==> src/rtl/msi_dispatch_pkg.sv <==
package msi_dispatch_pkg;

  typedef struct packed {
    logic [63:0] addr;
    logic [31:0] data;
  } msi_msg_t;

  function automatic int unsigned pending_bytes(input int unsigned nvec);
    return ((nvec + 63) / 64) * 8;
  endfunction

endpackage

==> src/rtl/msi_reg_decode.sv <==
module msi_reg_decode #(
  parameter int unsigned AW        = 12,
  parameter int unsigned BASE      = 768,
  parameter int unsigned TBL_BYTES = 80,
  parameter int unsigned PND_GAP   = 256,
  parameter int unsigned PND_BYTES = 8,
  parameter int unsigned IDX_W     = 5
) (
  input  logic [AW-1:0]    addr,
  input  logic             wide,
  output logic             hit_tbl,
  output logic             bad,
  output logic [IDX_W-1:0] widx
);

  localparam int unsigned TBL_LO = BASE;
  localparam int unsigned TBL_HI = BASE + TBL_BYTES;
  localparam int unsigned PND_LO = BASE + PND_GAP;
  localparam int unsigned PND_HI = PND_LO + PND_BYTES;

  int unsigned a_lo;
  int unsigned a_end;
  logic        aligned;
  logic        hit_pnd;

  always_comb begin
    a_lo    = 32'(addr);
    a_end   = a_lo + (wide ? 32'd8 : 32'd4);
    aligned = (addr[1:0] == 2'b00);
    hit_tbl = aligned && (a_lo >= TBL_LO) && (a_end <= TBL_HI);
    hit_pnd = aligned && (a_lo >= PND_LO) && (a_end <= PND_HI);
    bad     = !(hit_tbl || hit_pnd);
    widx    = IDX_W'((a_lo - TBL_LO) >> 2);
  end

endmodule

==> src/rtl/msi_vec_table.sv <==
module msi_vec_table
  import msi_dispatch_pkg::*;
#(
  parameter int unsigned TBL_WORDS = 20,
  parameter int unsigned IDX_W     = 5,
  parameter int unsigned VEC_W     = 3
) (
  input  logic             clk,
  input  logic             rst_n,
  input  logic             acc,
  input  logic             wr,
  input  logic             wide,
  input  logic             hit_tbl,
  input  logic             bad,
  input  logic [IDX_W-1:0] widx,
  input  logic [63:0]      wdata,
  input  logic             rsp_ready,
  output logic             rsp_valid,
  output logic [63:0]      rsp_rdata,
  output logic             rsp_err,
  input  logic [VEC_W-1:0] rd_vec,
  output msi_msg_t         msg
);

  logic [TBL_WORDS-1:0][31:0] tbl;
  logic [IDX_W-1:0]           widx_nx;
  logic [IDX_W-1:0]           ent_base;
  logic [63:0]                rd_word;

  assign widx_nx  = widx + IDX_W'(1);
  assign ent_base = {rd_vec, 2'b00};

  // launch read port: sees the table before this cycle's bus write
  always_comb begin
    msg.addr = {tbl[ent_base + IDX_W'(1)], tbl[ent_base]};
    msg.data = tbl[ent_base + IDX_W'(2)];
  end

  always_comb begin
    rd_word = '0;
    if (!wr && hit_tbl) begin
      rd_word[31:0] = tbl[widx];
      if (wide) rd_word[63:32] = tbl[widx_nx];
    end
  end

  always_ff @(posedge clk or negedge rst_n) begin
    if (!rst_n) begin
      tbl <= '0;
    end else if (acc && wr && hit_tbl) begin
      tbl[widx] <= wdata[31:0];
      if (wide) tbl[widx_nx] <= wdata[63:32];
    end
  end

  always_ff @(posedge clk or negedge rst_n) begin
    if (!rst_n) begin
      rsp_valid <= 1'b0;
      rsp_rdata <= '0;
      rsp_err   <= 1'b0;
    end else if (acc) begin
      rsp_valid <= 1'b1;
      rsp_rdata <= rd_word;
      rsp_err   <= bad;
    end else if (rsp_valid && rsp_ready) begin
      rsp_valid <= 1'b0;
    end
  end

  p_bad_keeps_table_r4: assert property (@(posedge clk) disable iff (!rst_n)
    acc && bad |=> $stable(tbl));

  p_rsp_hold_r6: assert property (@(posedge clk) disable iff (!rst_n)
    rsp_valid && !rsp_ready |=> rsp_valid && $stable(rsp_rdata) && $stable(rsp_err));

endmodule

==> src/rtl/msi_msg_issue.sv <==
module msi_msg_issue
  import msi_dispatch_pkg::*;
#(
  parameter int unsigned VEC_W = 3
) (
  input  logic             clk,
  input  logic             rst_n,
  input  logic             ntf_hit,
  input  logic [VEC_W-1:0] ntf_vec,
  input  msi_msg_t         msg,
  output logic [VEC_W-1:0] rd_vec,
  output logic             mw_valid,
  input  logic             mw_ready,
  output logic [63:0]      mw_addr,
  output logic [31:0]      mw_data,
  output logic             overflow
);

  logic             hold_v;
  logic [VEC_W-1:0] hold_vec;
  logic             fire;
  logic             from_hold;
  logic             from_ntf;
  logic             launch;

  always_comb begin
    fire      = mw_valid && mw_ready;
    from_hold = hold_v && fire;
    from_ntf  = ntf_hit && (!mw_valid || (fire && !hold_v));
    launch    = from_hold || from_ntf;
    rd_vec    = from_hold ? hold_vec : ntf_vec;
  end

  always_ff @(posedge clk or negedge rst_n) begin
    if (!rst_n) begin
      mw_valid <= 1'b0;
      mw_addr  <= '0;
      mw_data  <= '0;
    end else if (launch) begin
      mw_valid <= 1'b1;
      mw_addr  <= msg.addr;
      mw_data  <= msg.data;
    end else if (fire) begin
      mw_valid <= 1'b0;
    end
  end

  always_ff @(posedge clk or negedge rst_n) begin
    if (!rst_n) begin
      hold_v   <= 1'b0;
      hold_vec <= '0;
      overflow <= 1'b0;
    end else if (from_hold) begin
      hold_v   <= ntf_hit;
      hold_vec <= ntf_vec;
    end else if (ntf_hit && mw_valid && !fire) begin
      if (!hold_v) begin
        hold_v   <= 1'b1;
        hold_vec <= ntf_vec;
      end else begin
        overflow <= 1'b1;
      end
    end
  end

  p_mw_stable_r9: assert property (@(posedge clk) disable iff (!rst_n)
    mw_valid && !mw_ready |=> mw_valid && $stable(mw_addr) && $stable(mw_data));

  p_hold_busy_r10: assert property (@(posedge clk) disable iff (!rst_n)
    hold_v |-> mw_valid);

  p_hold_drain_r10: assert property (@(posedge clk) disable iff (!rst_n)
    hold_v && mw_ready |=> mw_valid);

  p_ovf_sticky_r11: assert property (@(posedge clk) disable iff (!rst_n)
    overflow |=> overflow);

  p_ovf_cause_r11: assert property (@(posedge clk) disable iff (!rst_n)
    $rose(overflow) |-> $past(hold_v && ntf_hit && !mw_ready));

endmodule

==> src/rtl/msi_wired_pulse.sv <==
module msi_wired_pulse #(
  parameter int unsigned NUM_WIRED = 4,
  parameter int unsigned VEC_W     = 3
) (
  input  logic                 clk,
  input  logic                 rst_n,
  input  logic                 hit,
  input  logic [VEC_W-1:0]     ntf_vec,
  output logic [NUM_WIRED-1:0] irq
);

  for (genvar i = 0; i < NUM_WIRED; i++) begin : g_line
    logic q;
    always_ff @(posedge clk or negedge rst_n) begin
      if (!rst_n) q <= 1'b0;
      else        q <= hit && (ntf_vec == VEC_W'(i));
    end
    assign irq[i] = q;

    p_irq_cause_r7: assert property (@(posedge clk) disable iff (!rst_n)
      q |-> $past(hit && (ntf_vec == VEC_W'(i))));
  end

  p_irq_onehot_r7: assert property (@(posedge clk) disable iff (!rst_n)
    $onehot0(irq));

endmodule

==> src/rtl/msi_dispatch.sv <==
module msi_dispatch
  import msi_dispatch_pkg::*;
#(
  parameter int unsigned NUM_VEC   = 5,
  parameter int unsigned NUM_WIRED = 4,
  parameter int unsigned REG_AW    = 12,
  parameter int unsigned CFG_BASE  = 768,
  localparam int unsigned VEC_W    = $clog2(NUM_VEC)
) (
  input  logic                 clk,
  input  logic                 rst_n,
  input  logic                 req_valid,
  output logic                 req_ready,
  input  logic                 req_write,
  input  logic                 req_wide,
  input  logic [REG_AW-1:0]    req_addr,
  input  logic [63:0]          req_wdata,
  output logic                 rsp_valid,
  input  logic                 rsp_ready,
  output logic [63:0]          rsp_rdata,
  output logic                 rsp_err,
  input  logic                 wire_mode,
  input  logic                 ntf_valid,
  input  logic [VEC_W-1:0]     ntf_vec,
  output logic [NUM_WIRED-1:0] irq_o,
  output logic                 mw_valid,
  input  logic                 mw_ready,
  output logic [63:0]          mw_addr,
  output logic [31:0]          mw_data,
  output logic                 msg_overflow
);

  localparam int unsigned IDX_W     = VEC_W + 2;
  localparam int unsigned TBL_WORDS = NUM_VEC * 4;
  localparam int unsigned TBL_BYTES = NUM_VEC * 16;
  localparam int unsigned PND_BYTES = pending_bytes(NUM_VEC);
  localparam int unsigned PND_GAP   = 256;

  logic             acc;
  logic             hit_tbl;
  logic             bad;
  logic [IDX_W-1:0] widx;
  logic             ntf_msg;
  logic             ntf_wire;
  logic [VEC_W-1:0] rd_vec;
  msi_msg_t         msg;

  assign req_ready = !rsp_valid;
  assign acc       = req_valid && req_ready;
  assign ntf_msg   = ntf_valid && !wire_mode && (32'(ntf_vec) < NUM_VEC);
  assign ntf_wire  = ntf_valid && wire_mode;

  msi_reg_decode #(
    .AW(REG_AW), .BASE(CFG_BASE), .TBL_BYTES(TBL_BYTES),
    .PND_GAP(PND_GAP), .PND_BYTES(PND_BYTES), .IDX_W(IDX_W)
  ) u_decode (
    .addr(req_addr), .wide(req_wide),
    .hit_tbl(hit_tbl), .bad(bad), .widx(widx)
  );

  msi_vec_table #(
    .TBL_WORDS(TBL_WORDS), .IDX_W(IDX_W), .VEC_W(VEC_W)
  ) u_table (
    .clk(clk), .rst_n(rst_n), .acc(acc), .wr(req_write), .wide(req_wide),
    .hit_tbl(hit_tbl), .bad(bad), .widx(widx), .wdata(req_wdata),
    .rsp_ready(rsp_ready), .rsp_valid(rsp_valid), .rsp_rdata(rsp_rdata),
    .rsp_err(rsp_err), .rd_vec(rd_vec), .msg(msg)
  );

  msi_msg_issue #(.VEC_W(VEC_W)) u_issue (
    .clk(clk), .rst_n(rst_n), .ntf_hit(ntf_msg), .ntf_vec(ntf_vec),
    .msg(msg), .rd_vec(rd_vec), .mw_valid(mw_valid), .mw_ready(mw_ready),
    .mw_addr(mw_addr), .mw_data(mw_data), .overflow(msg_overflow)
  );

  msi_wired_pulse #(.NUM_WIRED(NUM_WIRED), .VEC_W(VEC_W)) u_wired (
    .clk(clk), .rst_n(rst_n), .hit(ntf_wire), .ntf_vec(ntf_vec), .irq(irq_o)
  );

  p_wire_no_launch_r7: assert property (@(posedge clk) disable iff (!rst_n)
    ntf_valid && wire_mode && !mw_valid |=> !mw_valid);

endmodule

==> config.mk <==
export PLATFORM = sky130hd
export DESIGN_NAME = msi_dispatch
export DESIGN_NICKNAME = d
export VERILOG_FILES = /design/src/rtl/msi_dispatch_pkg.sv /design/src/rtl/msi_reg_decode.sv /design/src/rtl/msi_vec_table.sv /design/src/rtl/msi_msg_issue.sv /design/src/rtl/msi_wired_pulse.sv /design/src/rtl/msi_dispatch.sv
export SDC_FILE = /design/constraint.sdc
export NUM_CORES = 2
export LEC_CHECK = 0
export BUFFER_PORTS_ARGS = -buffer_cell sky130_fd_sc_hd__buf_4
export CELL_PAD_IN_SITES_DETAIL_PLACEMENT = 1
export CELL_PAD_IN_SITES_GLOBAL_PLACEMENT = 1
export CORE_MARGIN = 2
export CORE_UTILIZATION = 51
export DETAILED_ROUTE_END_ITERATION = 8
export PLACE_DENSITY_LB_ADDON = 0.1
export SYNTH_ARGS = -nofsm -noshare
export SYNTH_HDL_FRONTEND = slang
export SYNTH_SLANG_ARGS = --single-unit
export TNS_END_PERCENT = 1
==> constraint.sdc <==
create_clock -name clk -period 2.8 [get_ports clk]
set_input_delay 0.42 -clock clk [delete_from_list [all_inputs] [get_ports clk]]
set_output_delay 0.42 -clock clk [all_outputs]
set_load 0.01 [all_outputs]
* Word-level counts from Yosys, hierarchy flattened
Index checks and enable logic that the tools add are counted.
** Cells by class
- Reductions and logical operators :: 41
- Bitwise operators :: 1
- Add/sub/neg operators :: 5
- Order comparisons :: 12
- Muxes and demuxes :: 30
- Equality and inequality tests :: 4
** Operators with widths (number)
- $bwmux 640 :: 2
- $bmux 32 s5 :: 4
- $mux 640 :: 1
- $demux 32 s5 :: 2
- $mux 32 :: 8
- $bmux 32 s3 :: 1
- $mux 64 :: 1
- $le 32x10->1 const B :: 1
- $le 32x11->1 const B :: 1
- $lt 5x6->1 const B :: 5
- $logic_and 1x1->1 :: 24
- $add 12x4->13 :: 1
- $ge 12x10->1 const B :: 1
- $ge 12x11->1 const B :: 1
- $mux 3 :: 4
- $add 5x1->5 const B :: 2
- $ge 5x1->1 const B :: 2
- $logic_not 1->1 :: 7
- $sub 7x1->7 const B :: 1
- $eq 3x2->1 const B :: 2
- $mux 1 :: 6
- $reduce_bool 2->1 :: 3
- $add 5x2->5 const B :: 1
- $mux 4 :: 1
- other kinds (9) :: 11
** Word-level totals
- Register bits :: 812
- Bits of input ports :: 88
- Output and inout port bits :: 169

* Longest topological paths before layout
- Depth after elaboration :: 8
- Depth in mapped cells :: 15
- Gate-level depth less buffers :: 9

* Modules after synthesis
From an unflattened synthesis, not the netlist that was laid out.
** Second synthesis, totals
- Cells, all modules :: 4815
- Area, all modules :: 51222.9 µm²
** Modules (own cells, without submodules)
- msi_vec_table :: cells each 4037, sequential area each 17666.9 µm², area each 43631.8 µm², instances 1
- msi_msg_issue :: cells each 705, sequential area each 2552.4 µm², area each 6972.9 µm², instances 1
- msi_reg_decode :: cells each 56, sequential area each 0.0 µm², area each 407.9 µm², instances 1
- msi_wired_pulse :: cells each 12, sequential area each 100.1 µm², area each 180.2 µm², instances 1
- msi_dispatch :: cells each 5, sequential area each 0.0 µm², area each 30.0 µm², instances 1

* Worst setup path before layout
OpenSTA, ideal clock, no wires.
- Path kind :: in2reg
- Start point :: input port req_addr[2]
- End point :: register u_table.rsp_rdata[54]
- Slack :: -1.774 ns
- Stages :: 15
- Data arrival time :: 4.440 ns
- Data required time :: 2.667 ns
- Library setup time :: 0.133 ns
- Cell sequence :: buf_2 > buf_2 > clkbuf_1 > clkbuf_1 > buf_1 > inv_1 > ha_1 > buf_2 > buf_1 > clkbuf_1 > mux4_2 > nor3b_1 > a221o_1 > a222oi_1 > o21ai_0
** Between the ends
- Word-level cells in the longest chain between the ends :: 6
** RTL lines
- start, declared :: RTL line msi_dispatch.sv:16 : input logic [REG_AW-1:0] req_addr,
- $sub 7x1->7 :: RTL line msi_reg_decode.sv:33 : widx = IDX_W'((a_lo - TBL_LO) >> 2);
- $add 5x1->5 :: RTL line msi_vec_table.sv:30 : assign widx_nx = widx + IDX_W'(1);
- $bmux 32 s5 :: RTL line msi_vec_table.sv:43 : if (wide) rd_word[63:32] = tbl[widx_nx];
- $mux 32 (implied by the code) :: RTL line msi_vec_table.sv:43
- $mux 32 :: RTL line msi_vec_table.sv:43
- $mux 64 (*) :: RTL line msi_vec_table.sv:41 : if (!wr && hit_tbl) begin
- end signal, assigned :: RTL line msi_vec_table.sv:63 : rsp_rdata <= rd_word;
- end, declared :: RTL line msi_vec_table.sv:19 : output logic [63:0] rsp_rdata,
Mark *: on every way between the ends. The rest lies on a longest branch, timed or not. The select of a mux whose other input is x is not followed.
A chain may end at the register's enable or synchronous reset.

* Worst setup path after layout
- Start point :: input port req_wide
- End point :: register u_table.tbl[576] (netlist bit)
** Between the ends
- Word-level cells in the longest chain between the ends :: 5
** RTL lines
- start, declared :: RTL line msi_dispatch.sv:15 : input logic req_wide,
- $mux 4 :: RTL line msi_reg_decode.sv:28 : a_end = a_lo + (wide ? 32'd8 : 32'd4);
- $add 12x4->13 :: RTL line msi_reg_decode.sv:28
- $le 32x10->1 :: RTL line msi_reg_decode.sv:30 : hit_tbl = aligned && (a_lo >= TBL_LO) && (a_end <= TBL_HI);
- $logic_and 1x1->1 :: RTL line msi_reg_decode.sv:30
- $logic_and 1x1->1 :: RTL line msi_vec_table.sv:50 : end else if (acc && wr && hit_tbl) begin
- end signal, assigned by index :: RTL line msi_vec_table.sv:51 : tbl[widx] <= wdata[31:0];
- end signal, assigned by index :: RTL line msi_vec_table.sv:52 : if (wide) tbl[widx_nx] <= wdata[63:32];
- end, declared :: RTL line msi_vec_table.sv:25 : logic [TBL_WORDS-1:0][31:0] tbl;
Parallel ways exist; a longest one is shown, timed or not.

==> reports/results.tsv <==
stage	metric	value	unit
finish	layout.nets	4420	
sta	setup_violations	20	
yosys	yosys.cell_types.count	69	
worst_hold_path	hold_class	input pin to flip-flop	
global_route	grt_pass1_wl	356000	um
setup_path	crit_type	input pin to flip-flop	
clock_network	numCtsBuffers	92	
yosys	yosys-top-cells-count	dfrtp_1, o22ai_1, a2bb2oi_1, mux4_2, clkbuf_1	
sta	relSlewSlack	41.3	%
setup_path	ff2ff_path_depth	7	
route	vias_per_cell	8.40	
sta	maxSlewViolCount	0	
worst_hold_path	holdCritStartpoint	ntf_valid	
route	drt_iter0_drc	7845	
finish	drive_gt1_share	36.0	%
yosys	yosysSeqAreaShare	41.8	%
route	first_pass_iters	8	
sta	holdWs	55.2	ps
floorplanning	ios	257	
placement	dp_hpwl	158000	um
setup_path	end_kind	flip-flop	
power	ir_worst_vdd	489	uV
finish	stdcell_area	0.0595	mm2
yosys	synth_edf_count	0	
job	drv_cap	0	
clock_network	path_clk_slew	60	ps
floorplanning	core-area	0.0947	mm2
yosys	synthArstFlopShare	100	%
yosys	ys_warn_count	0	
worst_hold_path	hold_depth	3	
global_route	grt_overflow	0	
sta	period_needed	2870	ps
sta	post-route-period-util	102	%
setup_path	slowest_stage	or4b_4	
sta	skew	33.0	ps
floorplanning	dieWidth	313	um
sta	fmax	349	MHz
yosys	syn_inst	4077	
yosys	ys_ff_latch	812	
route	ant_nets	0	
setup_path	r2r_start	u_issue.hold_v	
setup_path	r2r-end	u_issue.mw_addr[23]	
clock_network	clkLatencyLatePin	710	ps
setup_path	worstPathMaxFanout	15	
clock_network	cts_tree	yes	
sta	tightest_slew	881	ps
route	drt-total-wl	249000	um
run_status	violations	setup timing	
yosys	yosys.area.top_type	dfrtp_1	
power	fin_total_pwr	0.0301	W
sta	rsz0062_at_grt	yes	
yosys	synth_top_area_share	41.8	%
placement	gp_congestion	0.989	
clock_network	clock_path_buffers	3	
floorplanning	fp.dieH	313	um
setup_path	slowest_delay	550	ps
floorplanning	rows	113	
route	drc	0	
placement	post-place-ws	-894	ps
worst_hold_path	hold_path_end	u_wired.g_line[0].q	
setup_path	cp-start-kind	input pin	
route	wl_per_cell	44.0	um
placement	port_buffers	256	
clock_network	htree_levels	3	
global_route	grt_max_degree	97	
floorplanning	start_util	51.3	%
global_route	antenna_found_initial	11	
yosys	post-synth-top-count-cell	dfrtp_1	
yosys	syn_area_per_cell	11.9	um2
floorplanning	die_area	0.0977	mm2
power	power_leakage	24.3	nW
power	p_per_area	506	mW/mm2
setup_path	r2r_setup_slack	160	ps
setup_path	crit_chain	buf_8 -> inv_4 -> ha_4 -> fa_2 -> or4b_4 -> nor4_4 -> o22ai_4 -> or2_4 -> clkbuf_16 -> a211oi_4 -> buf_12 -> a2bb2oi_1	
yosys	syn_nets	4175	
setup_path	required	3380	ps
run_status	status	finished with violations	
sta	worst_slack	-65.3	ps
clock_network	cts.sinks	812	
yosys	synth.cell_area	0.0486	mm2
placement	placed_cell_area	0.0553	mm2
route	dr_total_vias	47600	
yosys	yosys_most_used_dff	dfrtp_1	
setup_path	worstPathArrival	3450	ps
clock_network	root_buffer	clkbuf_16	
sta	setup_tns	-470	ps
yosys	synth.area.top_cells	dfrtp_1, mux4_2, a2bb2oi_1, o22ai_1, a2bb2oi_2	
finish	area_delta_synth_final	22.4	%
global_route	track_usage	50.4	%
sta	hold_viol_final	0	
global_route	grt_pass1_vias	48500	
per-layer routing:
layer	part of all wire [%]	global-route usage, %	vias to the layer above
met5	0.011	0	-
met4	8.6	35.5	4
met3	14	18.0	1415
met2	43	72.6	4857
met1	34	63.4	24100
li1	-	-	17200
registers in the layout (all words and copies together) (netlist names):
| name | flops |
|---|---|
| u_table.tbl | 640 |
| u_issue.hold_v | 1 |
| u_issue.overflow | 1 |
| u_issue.mw_data | 32 |
| u_table.rsp_err | 1 |
| u_issue.mw_addr | 64 |
| u_table.rsp_rdata | 64 |
| u_issue.hold_vec | 3 |
| u_issue.mw_valid | 1 |
| u_table.rsp_valid | 1 |
| u_wired.g_line.q | 4 |
metrics by stage:
stage,utilization [%],cells
global route,62.7,5655
CTS,62.2,5643
floorplan,-,4077
finish,62.8,5666
global placement,58.4,5458
detailed placement,58.4,5458
placed cells by master, fill, tap and decap left out, types with 12 or more instances in the layout:
| cell type | netlist | final |
|---|---|---|
| nor2_1 | 24 | 19 |
| buf_6 | 19 | 15 |
| clkbuf_1 | 397 | 18 |
| a2bb2oi_1 | 468 | 410 |
| clkinv_2 | 0 | 16 |
| o21ai_0 | 170 | 162 |
| nand3_1 | 28 | 13 |
| a211oi_4 | 8 | 13 |
| nand2b_1 | 41 | 37 |
| buf_12 | 0 | 155 |
| nor3b_1 | 31 | 30 |
| dfrtp_1 | 812 | 812 |
| clkbuf_8 | 0 | 16 |
| mux4_2 | 416 | 416 |
| buf_4 | 35 | 562 |
| o22ai_1 | 611 | 610 |
| a22oi_1 | 161 | 149 |
| a2bb2oi_2 | 108 | 165 |
| nand2_1 | 263 | 257 |
| a22oi_2 | 0 | 12 |
| diode_2 | 0 | 13 |
| a21oi_1 | 49 | 43 |
| nand3_2 | 0 | 15 |
| a221o_1 | 30 | 30 |
| a311oi_1 | 32 | 32 |
| a222oi_1 | 30 | 30 |
| o2bb2ai_1 | 65 | 65 |
| clkbuf_16 | 0 | 96 |
cell families (layout without fill, tap and decap cells):
family	count (synthesis)	in the layout	synth area share [%]
AO/OA/AOI/OAI	1765	1765	28.3
AND/OR/NAND/NOR	446	446	4.41
buffers and inverters	614	925	5.56
flip-flops	812	812	41.8
XOR/XNOR	4	4	0.0721
multiplexers	426	426	19.5
adder cells (fa/ha/maj)	10	10	0.273
other	0	13	0
repair_timing:
action / 4_1_cts / 5_1_grt
gates resized for setup: 37 / 67
cloned: 4 / 1
hold buffers: 7 / 0
endpoints found under the setup margin: 444 / 606
endpoints found under the hold margin: 38 / 0
pin swaps: 5 / 11
buffers inserted: 14 / 11
critical path, delay by kind of cell:
kind	cells	cell delay, ps
buffers and inverters	4	620
adder cells (fa/ha/maj)	2	500
AO/OA/AOI/OAI	3	670
AND/OR/NAND/NOR	3	1220
how the worst max path moves through the flow:
stage                     depth (start not counted)  slack [ps]     start               end
after global routing                             12        -120  req_wide  u_table.tbl[576]
after floorplan                                  13        -540  req_wide  u_table.tbl[220]
after CTS                                        14         -60  req_wide  u_table.tbl[469]
after detailed placement                         12        -890  req_wide  u_table.tbl[460]
final                                            12         -70  req_wide  u_table.tbl[576]
after global placement                           12        -820  req_wide  u_table.tbl[550]
where the power goes:
group,switching [W],internal (W),total (W),leakage [nW]
Combinational,0.00327,0.00188,0.00515,11.4
Sequential,0.000278,0.0120,0.0122,11.3
Clock,0.00536,0.00734,0.0127,1.51
layout make-up:
class	count	area, um2
Clock buffer	129	2670
Tap cell	1265	1580
Antenna cell	13	32.5
Clock inverter	31	389
Multi-Input combinational cell	2651	26500
Inverter	9	41.3
Timing Repair Buffer	756	7960
Sequential cell	812	20300
Fill cell	9111	35300
Note: power is estimated with default switching activity, not from simulation.
